[src/rtl/dsf_pkg.sv]
package dsf_pkg;

  // Event handed from the arrival tracker to the output stage.
  typedef struct packed {
    logic stb;    // a drive strobe is being taken this cycle
    logic fresh;  // at least one new demand is available for it
  } dsf_evt_t;

endpackage

[src/rtl/dsf_rst_sync.sv]
module dsf_rst_sync #(
  parameter int STAGES = 2
) (
  input  logic clk,
  input  logic arst_n,
  output logic rst_n
);

  localparam int LAST = STAGES - 1;

  logic [LAST:0] chain_q;
  logic [LAST:0] chain_d;

  always_comb begin
    chain_d = {chain_q[LAST:0], 1'b1} >> 0;
    chain_d = (STAGES > 1) ? {chain_q[LAST:0], 1'b1} : {LAST+1{1'b1}};
  end

  always_ff @(posedge clk or negedge arst_n) begin
    if (!arst_n) chain_q <= '0;
    else         chain_q <= chain_d[LAST:0];
  end

  assign rst_n = chain_q[LAST];

endmodule

[src/rtl/dsf_capture.sv]
module dsf_capture
  import dsf_pkg::*;
#(
  parameter int DMD_W = 32
) (
  input  logic             clk,
  input  logic             rst_n,
  input  logic             pkt_vld,
  input  logic [DMD_W-1:0] pkt_val,
  input  logic             stb_in,
  output dsf_evt_t         evt,
  output logic [DMD_W-1:0] take_val
);

  logic             pend_q, pend_d;
  logic [DMD_W-1:0] hold_q, hold_d;
  logic             hold_en;

  // A packet in the same clock as a strobe is taken as arriving first.
  always_comb begin
    evt.stb   = stb_in;
    evt.fresh = pend_q | pkt_vld;
    take_val  = pkt_vld ? pkt_val : hold_q;
    hold_en   = pkt_vld;
    hold_d    = pkt_val;
    if (stb_in)       pend_d = 1'b0;
    else if (pkt_vld) pend_d = 1'b1;
    else              pend_d = pend_q;
  end

  always_ff @(posedge clk or negedge rst_n) begin
    if (!rst_n) begin
      pend_q <= 1'b0;
      hold_q <= '0;
    end else begin
      pend_q <= pend_d;
      if (hold_en) hold_q <= hold_d;
    end
  end

  // a packet coinciding with a strobe is used up by that strobe
  a_r7_same_clk_consumed: assert property (@(posedge clk) disable iff (!rst_n)
    (pkt_vld && stb_in) |=> !pend_q);

  // a packet without a strobe leaves a pending demand
  a_r6_pkt_sets_pending: assert property (@(posedge clk) disable iff (!rst_n)
    (pkt_vld && !stb_in) |=> pend_q);

endmodule

[src/rtl/dsf_present.sv]
module dsf_present
  import dsf_pkg::*;
#(
  parameter int DMD_W = 32
) (
  input  logic             clk,
  input  logic             rst_n,
  input  dsf_evt_t         evt,
  input  logic [DMD_W-1:0] take_val,
  input  logic             lock,
  output logic             stb_q,
  output logic             flag_q,
  output logic [DMD_W-1:0] dmd_q
);

  logic             stb_d, flag_d;
  logic             dmd_en;
  logic [DMD_W-1:0] dmd_d;

  always_comb begin
    stb_d  = evt.stb;
    flag_d = evt.stb & evt.fresh & lock;
    dmd_en = evt.stb & evt.fresh;
    dmd_d  = take_val;
  end

  always_ff @(posedge clk or negedge rst_n) begin
    if (!rst_n) begin
      stb_q  <= 1'b0;
      flag_q <= 1'b0;
      dmd_q  <= '0;
    end else begin
      stb_q  <= stb_d;
      flag_q <= flag_d;
      if (dmd_en) dmd_q <= dmd_d;
    end
  end

  // the flag never appears outside a strobe output
  a_r3_flag_in_stb: assert property (@(posedge clk) disable iff (!rst_n)
    flag_q |-> stb_q);

  // the demand output holds between strobes
  a_r9_dmd_holds: assert property (@(posedge clk) disable iff (!rst_n)
    !stb_q |-> $stable(dmd_q));

  // no flag follows a strobe taken while unlocked
  a_r8_unlocked_quiet: assert property (@(posedge clk) disable iff (!rst_n)
    (evt.stb && !lock) |=> !flag_q);

endmodule

[src/rtl/dsf_top.sv]
module dsf_top
  import dsf_pkg::*;
#(
  parameter int DMD_W      = 32,
  parameter int RST_STAGES = 2
) (
  input  logic             clk,
  input  logic             arst_n,
  input  logic             dmd_pkt_vld,
  input  logic [DMD_W-1:0] dmd_pkt_val,
  input  logic             drv_stb_in,
  input  logic             drv_lock,
  output logic             drv_stb_out,
  output logic             dmd_fresh,
  output logic [DMD_W-1:0] dmd_out
);

  logic             rst_n;
  dsf_evt_t         evt;
  logic [DMD_W-1:0] take_val;

  dsf_rst_sync #(.STAGES(RST_STAGES)) u_rst (
    .clk    (clk),
    .arst_n (arst_n),
    .rst_n  (rst_n)
  );

  dsf_capture #(.DMD_W(DMD_W)) u_cap (
    .clk      (clk),
    .rst_n    (rst_n),
    .pkt_vld  (dmd_pkt_vld),
    .pkt_val  (dmd_pkt_val),
    .stb_in   (drv_stb_in),
    .evt      (evt),
    .take_val (take_val)
  );

  dsf_present #(.DMD_W(DMD_W)) u_out (
    .clk      (clk),
    .rst_n    (rst_n),
    .evt      (evt),
    .take_val (take_val),
    .lock     (drv_lock),
    .stb_q    (drv_stb_out),
    .flag_q   (dmd_fresh),
    .dmd_q    (dmd_out)
  );

  // strobe output follows the strobe input by one clock
  a_r2_stb_follows: assert property (@(posedge clk) disable iff (!rst_n)
    $rose(drv_stb_out) |-> $past(drv_stb_in));

  // a locked strobe with a pending demand is flagged with the packet value
  a_r4_pending_flagged: assert property (@(posedge clk) disable iff (!rst_n)
    (drv_stb_in && drv_lock && u_cap.pend_q && !dmd_pkt_vld) |=> dmd_fresh);

endmodule

[config.mk]
export PLATFORM = sky130hd
export DESIGN_NAME = dsf_top
export DESIGN_NICKNAME = d
export VERILOG_FILES = /design/src/rtl/dsf_pkg.sv /design/src/rtl/dsf_rst_sync.sv /design/src/rtl/dsf_capture.sv /design/src/rtl/dsf_present.sv /design/src/rtl/dsf_top.sv
export SDC_FILE = /design/constraint.sdc
export NUM_CORES = 1
export LEC_CHECK = 0
export BUFFER_PORTS_ARGS = -buffer_cell sky130_fd_sc_hd__buf_4
export CORE_UTILIZATION = 46
export DETAILED_ROUTE_END_ITERATION = 10
export PLACE_DENSITY_LB_ADDON = 0.15
export SLEW_MARGIN = 15
export SYNTH_ARGS = -nofsm -noshare
export SYNTH_HDL_FRONTEND = slang
export SYNTH_SLANG_ARGS = --single-unit
[constraint.sdc]
create_clock -name clk -period 4.15 [get_ports clk]
set_input_delay 0.2075 -clock clk [delete_from_list [all_inputs] [get_ports clk]]
set_output_delay 0.2075 -clock clk [all_outputs]
set_load 0.02 [all_outputs]
# Word-level counts from Yosys, hierarchy flattened
# Cells that the tools add are included.
# word_totals
word_cells,13
inputBits,37
output_inout_bits,34
ff_bits,69
# op_classes
muxes,3
bitwise_logic,3
reduce_logical,1
# op_table
op,count
$mux W32,1
$and A1 B1 Y1,2
$mux W1,2
$reduce_bool A2 Y1,1
$or A1 B1 Y1,1

# Longest topological paths before layout
# Gate-level depths: netlist of the first run.
# logic_depth
depth_word,3
depth_mapped,5
depth_no_buf,3

# Modules after synthesis
# From an unflattened synthesis of the first run, not the netlist that was laid out.
# hier_totals
cells_unflattened,146
hier_area_um2,2842.7
# by_module_without_submodules
mod,instances,cells_per_inst,area_per_inst_um2,seq_area_each_um2
dsf_present,1,71,1402.6,850.8
dsf_capture,1,72,1386.3,825.8
dsf_rst_sync,1,3,53.8,50.0

# Worst setup path after synthesis of the first run
# No wires, ideal clock.
# synth_timing
path_kind,reg2reg
start,reg u_cap.pend_q
end,reg u_out.dmd_q[10]
arrival_ps,1001
stages_incl_launch_ff,6
setup_slack_ps,3023
n_path_buf,2
required_ps,4024
period_less_slack_ps,1127
setup_ps,126
cell_sequence,dfrtp_1 -> or2_1 -> buf_2 -> buf_6 -> o32ai_1 -> nor2_1
# synth_between
elab_chain_cells,2
# synth_lines
element,line,rtl
from (decl),dsf_capture.sv:15,"logic pend_q, pend_d;"
from (signal assigned),dsf_capture.sv:36,pend_q <= pend_d;
$or A1 B1 Y1,dsf_capture.sv:22,evt.fresh = pend_q | pkt_vld;
$and A1 B1 Y1,dsf_present.sv:23,dmd_en = evt.stb & evt.fresh;
to (signal assigned),dsf_present.sv:35,if (dmd_en) dmd_q <= dmd_d;
to (decl),dsf_present.sv:13,output logic [DMD_W-1:0] dmd_q
# No other way between the ends.
# A chain may end at the register's enable or synchronous reset.

# Worst setup path after layout of the first run
# layout_timing
start,in dmd_pkt_vld
end,reg u_out.dmd_q[3]
# layout_between
elab_chain_cells,2
word_cells_on_any_way,3
cone_classes,mux (1); bitwise (2)
# layout_lines
element,line,rtl
from (decl),dsf_top.sv:9,"input logic dmd_pkt_vld,"
$or A1 B1 Y1,dsf_capture.sv:22,
$and A1 B1 Y1,dsf_present.sv:23,
# Several ways; a longest one is shown, not always the timed one.

==> metrics.md, run 1 <==
| Metric | Value |
|---|---|
| Status | completed |
| Fin Clk Skew | 7.66 ps |
| Slew @ Worst Pin | 868 ps |
| Largest net degree at the start of global routing | 67 |
| PD cells | 468 nW/um2 |
| Crit path max fanout | 66 |
| Hold crit path type | input pin to register |
| Worst Setup EP | u_out.dmd_q[3]$_DFFE_PN0P_ |
| Post-CTS sizing | 0 |
| Placement Rows | 28 |
| CP max-delay cell | or2_1 |
| TritonCTS clock tree | built |
| Count of final hold-check violations | 0 |
| Worst setup path startpoint | dmd_pkt_vld |
| Top cell type's share of synthesized area | 60.5% |
| Drt drc | 0 |
| Root Buffer Master | clkbuf_8 |
| CTS Buf Count | 9 |
| Synth cell types | 14 |
| Maximum VDD drop | 0.000297 V |
| Lkg Pwr | 1.53 nW |
| # port buffers | 70 |
| Cell Area, Synth | 2850 um2 |
| Max cap viols | 0 |
| Routability cong. | 0.722 |
| Type of destination of the critical path | register |
| Core area | 5960 um2 |
| Setup bufs post-CTS | 0 |
| Vias/cell | 5.93 |
| Sequential area share after synthesis | 60.5% |
| Reg area | 1730 um2 |
| Initial drt markers | 139 |
| Cell taking the most area after synthesis | dfrtp_1 |
| Synth-to-Final Area Change | 24.6% |
| Flop and latch count out of synthesis | 69 |
| Hold-fix buffers, CTS | 1 |
| Relative slew slack | 42.1% |
| Worst reg-to-reg setup slack | 2620 ps |
| Slew Limit Fails | 0 |
| FF-to-FF Start | u_cap.pend_q$_DFFE_PN0P_ |
| WP data arrival | 2030 ps |
| Total power | 1.67 mW |
| GR Overflow Total | 0 |
| Top-Level Pins | 71 |
| Die extent in x | 80.8 um |
| WP data required | 4420 ps |
| Fin nets | 326 |
| RSZ-0062 raised after global routing | false |
| Total GRT Usage | 21.3% |
| H-tree Lvls | 3 |
| Total number of vias | 2,182 |
| CP Cell Sequence | buf_4, or2_1, buf_4, o32ai_1, nor2_1 |
| First-pass GRT wire length | 10.4 mm |
| Initial antenna violation count | 0 |
| Setup total negative slack | 0 ps |
| Most frequent CP cell | buf_4 |
| Post-Syn Nets | 261 |
| Initial Util | 47.9% |
| HPWL after DPL | 3.91 mm |
| Share of post-route cells with drive strength above 1 | 41.0% |
| DIE AREA | 6520 um2 |
| Finished Cell Area | 3560 um2 |
| CTS clock-pin slew for the worst setup and hold paths | 70 ps |
| # fillers | 529 |
| # diodes | 0 |
| Routed WL | 6.37 mm |
| Vias in the first global route | 2,180 |
| Wire per inst | 17.3 um |
| Placed cell area | 3370 um2 |
| Main area contributors after synthesis | dfrtp_1 (61%), mux2_2 (13%), o32ai_1 (9.8%) |
| Min cycle time layout | 1760 ps |
| Post-synthesis area per instance | 12.7 um2 |
| First-pass iteration count of the detailed router | 4 |
| Endpoints failing setup | 0 |
| Crit start category | input pin |
| Antenna Violating Nets Remaining | 0 |
| R2R cell count | 4 |
| Multi-input gate area | 991 um2 |
| Clk Latency, worst-skew pair | 340 ps |
| Fin crit share | 42.5% |
| CP peak stage delay | 600 ps |
| WS Path Type | input pin to register |
| RR Endpoint | u_out.dmd_q[3]$_DFFE_PN0P_ |
| Die Ht | 80.8 um |
| Cell count after synthesis | 224 |
| CTS max path bufs | 2 |
| YS warnings | 0 |
| Fmax | 567 MHz |
| CTS Sinks | 69 |
synthesized netlist by cell type, drive strengths merged:
library cell	number
and3	1
buf	19
clkbuf	2
conb	1
dfrtp	69
mux2	32
nand2	2
nor2	32
nor2b	1
o22ai	32
o32ai	32
or2	1
kinds of logic (layout without fill, tap and decap cells):
kind of cell / count (synthesis) / in the layout / synth area share (%)
DFF: 69 / 69 / 60.5
AOI/OAI and AO/OA: 64 / 64 / 16.8
and+or+nand+nor: 37 / 37 / 5.13
other: 1 / 1 / 0.131
muxes: 32 / 32 / 12.6
buffers and inverters: 21 / 90 / 4.74
routing by layer:
metal  share of wire (%)  global-route usage (%)  wire length [um]  up-vias
met5                   0                       0                 0        -
met4                 1.1                    7.14                67        0
met3                 4.6                    7.30               295        6
met2                  50                    34.1              3160       50
met1                  45                    27.1              2850     1137
li1                    -                       -                 -      989
area by class of cell:
class | count | area share [%]
Clock inverter | 1 | 0.141
Multi-Input combinational cell | 134 | 27.9
Sequential cell | 69 | 48.6
Clock buffer | 14 | 4.86
Timing Repair Buffer | 75 | 15.9
Tap cell | 75 | 2.64
placed cells by master, fill, tap and decap left out, types with 2 or more instances in the layout:
cell	synthesis	layout
nor2_1	32	32
o22ai_1	32	32
dfrtp_1	69	68
clkbuf_8	0	12
o32ai_1	32	32
buf_4	3	74
mux2_2	32	32
nand2_1	2	2
clkbuf_1	2	2
worst min path at each step:
stage,endpoint,startpoint,cells past startpoint,slack [ps]
2_1_floorplan,u_rst.chain_q[0]$_DFF_PN0_,arst_n,0,-90
3_3_place_gp,u_rst.chain_q[0]$_DFF_PN0_,arst_n,1,-9
3_5_place_dp,u_rst.chain_q[0]$_DFF_PN0_,arst_n,1,-8
4_1_cts,u_out.flag_q$_DFF_PN0_,drv_lock,2,100
5_1_grt,u_out.flag_q$_DFF_PN0_,drv_lock,2,90
6_report,u_cap.hold_q[31]$_DFF_PN0_,dmd_pkt_val[31],2,110
sequential cells by signal, indices dropped and copies added, names as in the netlist:
name           flops
u_rst.chain_q      2
u_out.stb_q        1
u_out.flag_q       1
u_cap.pend_q       1
u_cap.hold_q      32
u_out.dmd_q       32
critical path, delay by kind of cell:
kind,cells,cell delay [ps]
compound gates,1,130
buf+inv,2,910
simple gates,2,740
report_power, final:
part,internal [mW],total [mW],switching [mW]
combinational,0.165,0.342,0.177
clock,0.262,0.489,0.227
sequential,0.760,0.834,0.0733
per-stage QoR:
step	std cells	hold slack, ps	util (%)	setup slack [ps]
floorplan	224	-88.1	-	2090
global placement	352	-8.78	56.6	2070
detailed placement	352	-7.75	56.6	2070
CTS	368	97.9	59.7	2430
global route	368	91.1	59.7	2290
finish	368	107	59.7	2390
Note: power is estimated with default switching activity, not from simulation.
==> run 2, diff against run 1 <==
==> constraint.sdc (replaced) <==
create_clock -name clk -period 1.62 [get_ports clk]
set_input_delay 0.081 -clock clk [delete_from_list [all_inputs] [get_ports clk]]
set_output_delay 0.081 -clock clk [all_outputs]
set_load 0.02 [all_outputs]
==> run 2 against run 1 <==
  * Sequential power increased to 2.5 times the previous value
  * Flip-flop and latch count is the same
  * Global-route usage increased by 0.56 points
  * Routed wire length grew 3.0%
  * Power rose to 2.8 times the previous value
  * Design area up 13%
  * Count of clock-buffer cells in the layout down 2
  * Critical path type is now register to register
==> metrics.md, run 2 (synthesis gave the netlist of run 1 again) <==
| Metric | Value |
|---|---|
| # fillers | 454 |
| Worst setup margin | 298 ps |
| Vias in the first global route | 2,228 |
| Top-Level Pins | 71 |
| Wire per inst | 16.1 um |
| CTS Buf Count | 9 |
| Hold crit path type | input pin to async pin |
| Fin crit share | 81.6% |
| Setup total negative slack | 0 ps |
| Fmax | 756 MHz |
| DIE AREA | 6520 um2 |
| Post-CTS sizing | 0 |
| WP data required | 1840 ps |
| Count of final hold-check violations | 0 |
| RSZ-0062 raised after global routing | false |
| Leading registers by flop count | u_cap.hold_q: 32 flops, u_out.dmd_q: 32 flops, u_rst.chain_q: 2 flops |
| Routed WL | 6.55 mm |
| Most frequent cells in the layout | buf_4 (78), dfrtp_1 (68), dlygate4sd3_1 (34) |
| Maximum VDD drop | 0.000676 V |
| Fin Clk Skew | 6.52 ps |
| First-pass GRT wire length | 10.6 mm |
| Placed cell area | 3440 um2 |
| CP Cell Sequence | or2_1, buf_4, o32ai_1, nor2_1 |
| Die extent in x | 80.8 um |
| Slew Limit Fails | 0 |
| Placement Rows | 28 |
| Crit path max fanout | 14 |
| Max cap viols | 0 |
| Reg area | 1730 um2 |
| Drt drc | 0 |
| Lkg Pwr | 1.72 nW |
| Clk Latency, worst-skew pair | 340 ps |
| Commonest non-fill, non-tap cell in the layout | buf_4 |
| Min cycle time layout | 1320 ps |
| Crit start category | register |
| WS Path Type | register to register |
| Worst setup path startpoint | u_cap.pend_q$_DFFE_PN0P_ |
| Die Ht | 80.8 um |
| # port buffers | 70 |
| Initial drt markers | 162 |
| PD cells | 1160 nW/um2 |
| Type of destination of the critical path | register |
| Setup bufs post-CTS | 0 |
| Initial antenna violation count | 0 |
| Synth-to-Final Area Change | 40.4% |
| Crit path buffers/inverters | 1 |
| Root Buffer Master | clkbuf_8 |
| Antenna Violating Nets Remaining | 0 |
| Endpoints failing setup | 0 |
| Non-filler cells in the finished layout | 408 |
| Routability cong. | 0.752 |
| GR Overflow Total | 0 |
| CTS max path bufs | 2 |
| # diodes | 0 |
| Hold-fix buffers, CTS | 34 |
| WP data arrival | 1540 ps |
| Vias/cell | 5.57 |
| Inst Count DP | 358 |
| CTS Sinks | 69 |
| FF-to-FF Start | u_cap.pend_q$_DFFE_PN0P_ |
| Share of post-route cells with drive strength above 1 | 38.4% |
| Delay-heaviest family, CP | simple AND/OR/NAND/NOR gates |
| Total number of vias | 2,271 |
| Core area | 5960 um2 |
| First-pass iteration count of the detailed router | 4 |
| Finished Cell Area | 4000 um2 |
| CTS clock-pin slew for the worst setup and hold paths | 70 ps |
| Fin nets | 365 |
| Initial Util | 47.9% |
| Largest net degree at the start of global routing | 66 |
| Multi-input gate area | 991 um2 |
| CP max-delay cell | dfrtp_1 |
| H-tree Lvls | 3 |
| HPWL after DPL | 3.99 mm |
| TritonCTS clock tree | built |
| Pre-CTS setup slack | 297 ps |
| Status | completed |
| CP peak stage delay | 370 ps |
| Total GRT Usage | 21.8% |
[run 2: changes by cell type in the layout (fill, tap and decap cells not counted), sizes merged]
| cell | previous run | this run |
|---|---|---|
| buf | 74 | 80 |
| bufinv | 0 | 2 |
| clkbuf | 14 | 12 |
| clkinv | 1 | 2 |
| dlygate4sd3 | 1 | 34 |
[run 2: path summary, 6_finish.rpt]
check,end,slack (ps),cells past startpoint
min reg2reg,u_out.dmd_q[26]$_DFFE_PN0P_,170,0
max in group asynchronous,u_out.dmd_q[7]$_DFFE_PN0P_,910,1
min,u_rst.chain_q[0]$_DFF_PN0_,60,2
min in group clk,u_out.flag_q$_DFF_PN0_,130,2
max,u_out.dmd_q[25]$_DFFE_PN0P_,300,4
max reg2reg,u_out.dmd_q[25]$_DFFE_PN0P_,300,4
[run 2: metrics by stage]
stage | utilization [%] | hold WS (ps) | power [mW]
floorplan | - | -215 | 2.65
global placement | 57.7 | -135 | 3.04
detailed placement | 57.7 | -133 | 3.06
CTS | 67.2 | 46.7 | 4.70
global route | 67.2 | 46.9 | 4.88
finish | 67.2 | 62.1 | 4.66
[run 2: power breakdown]
group	switching, mW	internal [mW]
logic	0.485	0.492
clock network	0.618	0.947
registers	0.171	1.95
[run 2: layer usage]
| metal | up-vias | share of wire, % | routed length, um | GRT usage (%) |
|---|---|---|---|---|
| met5 | - | 0 | 0 | 0 |
| met4 | 0 | 1.8 | 119 | 9.46 |
| met3 | 14 | 4.4 | 287 | 5.17 |
| met2 | 61 | 47 | 3090 | 32.5 |
| met1 | 1127 | 47 | 3060 | 30.6 |
| li1 | 1069 | - | - | - |
[run 2: worst register-to-register path, delay by kind of cell, from the launching register on]
| family | cells | cell delay, ps |
|---|---|---|
| AND/OR/NAND/NOR | 2 | 430 |
| buffers and inverters | 1 | 250 |
| flip-flops | 1 | 370 |
| AO/OA/AOI/OAI | 1 | 150 |
[run 2: final cells by class]
cell class	instances	area share, %
Sequential cell	69	43.2
Tap cell	75	2.34
Multi-Input combinational cell	134	24.7
Clock buffer	12	3.88
Clock inverter	4	1.75
Timing Repair Buffer	114	24.1
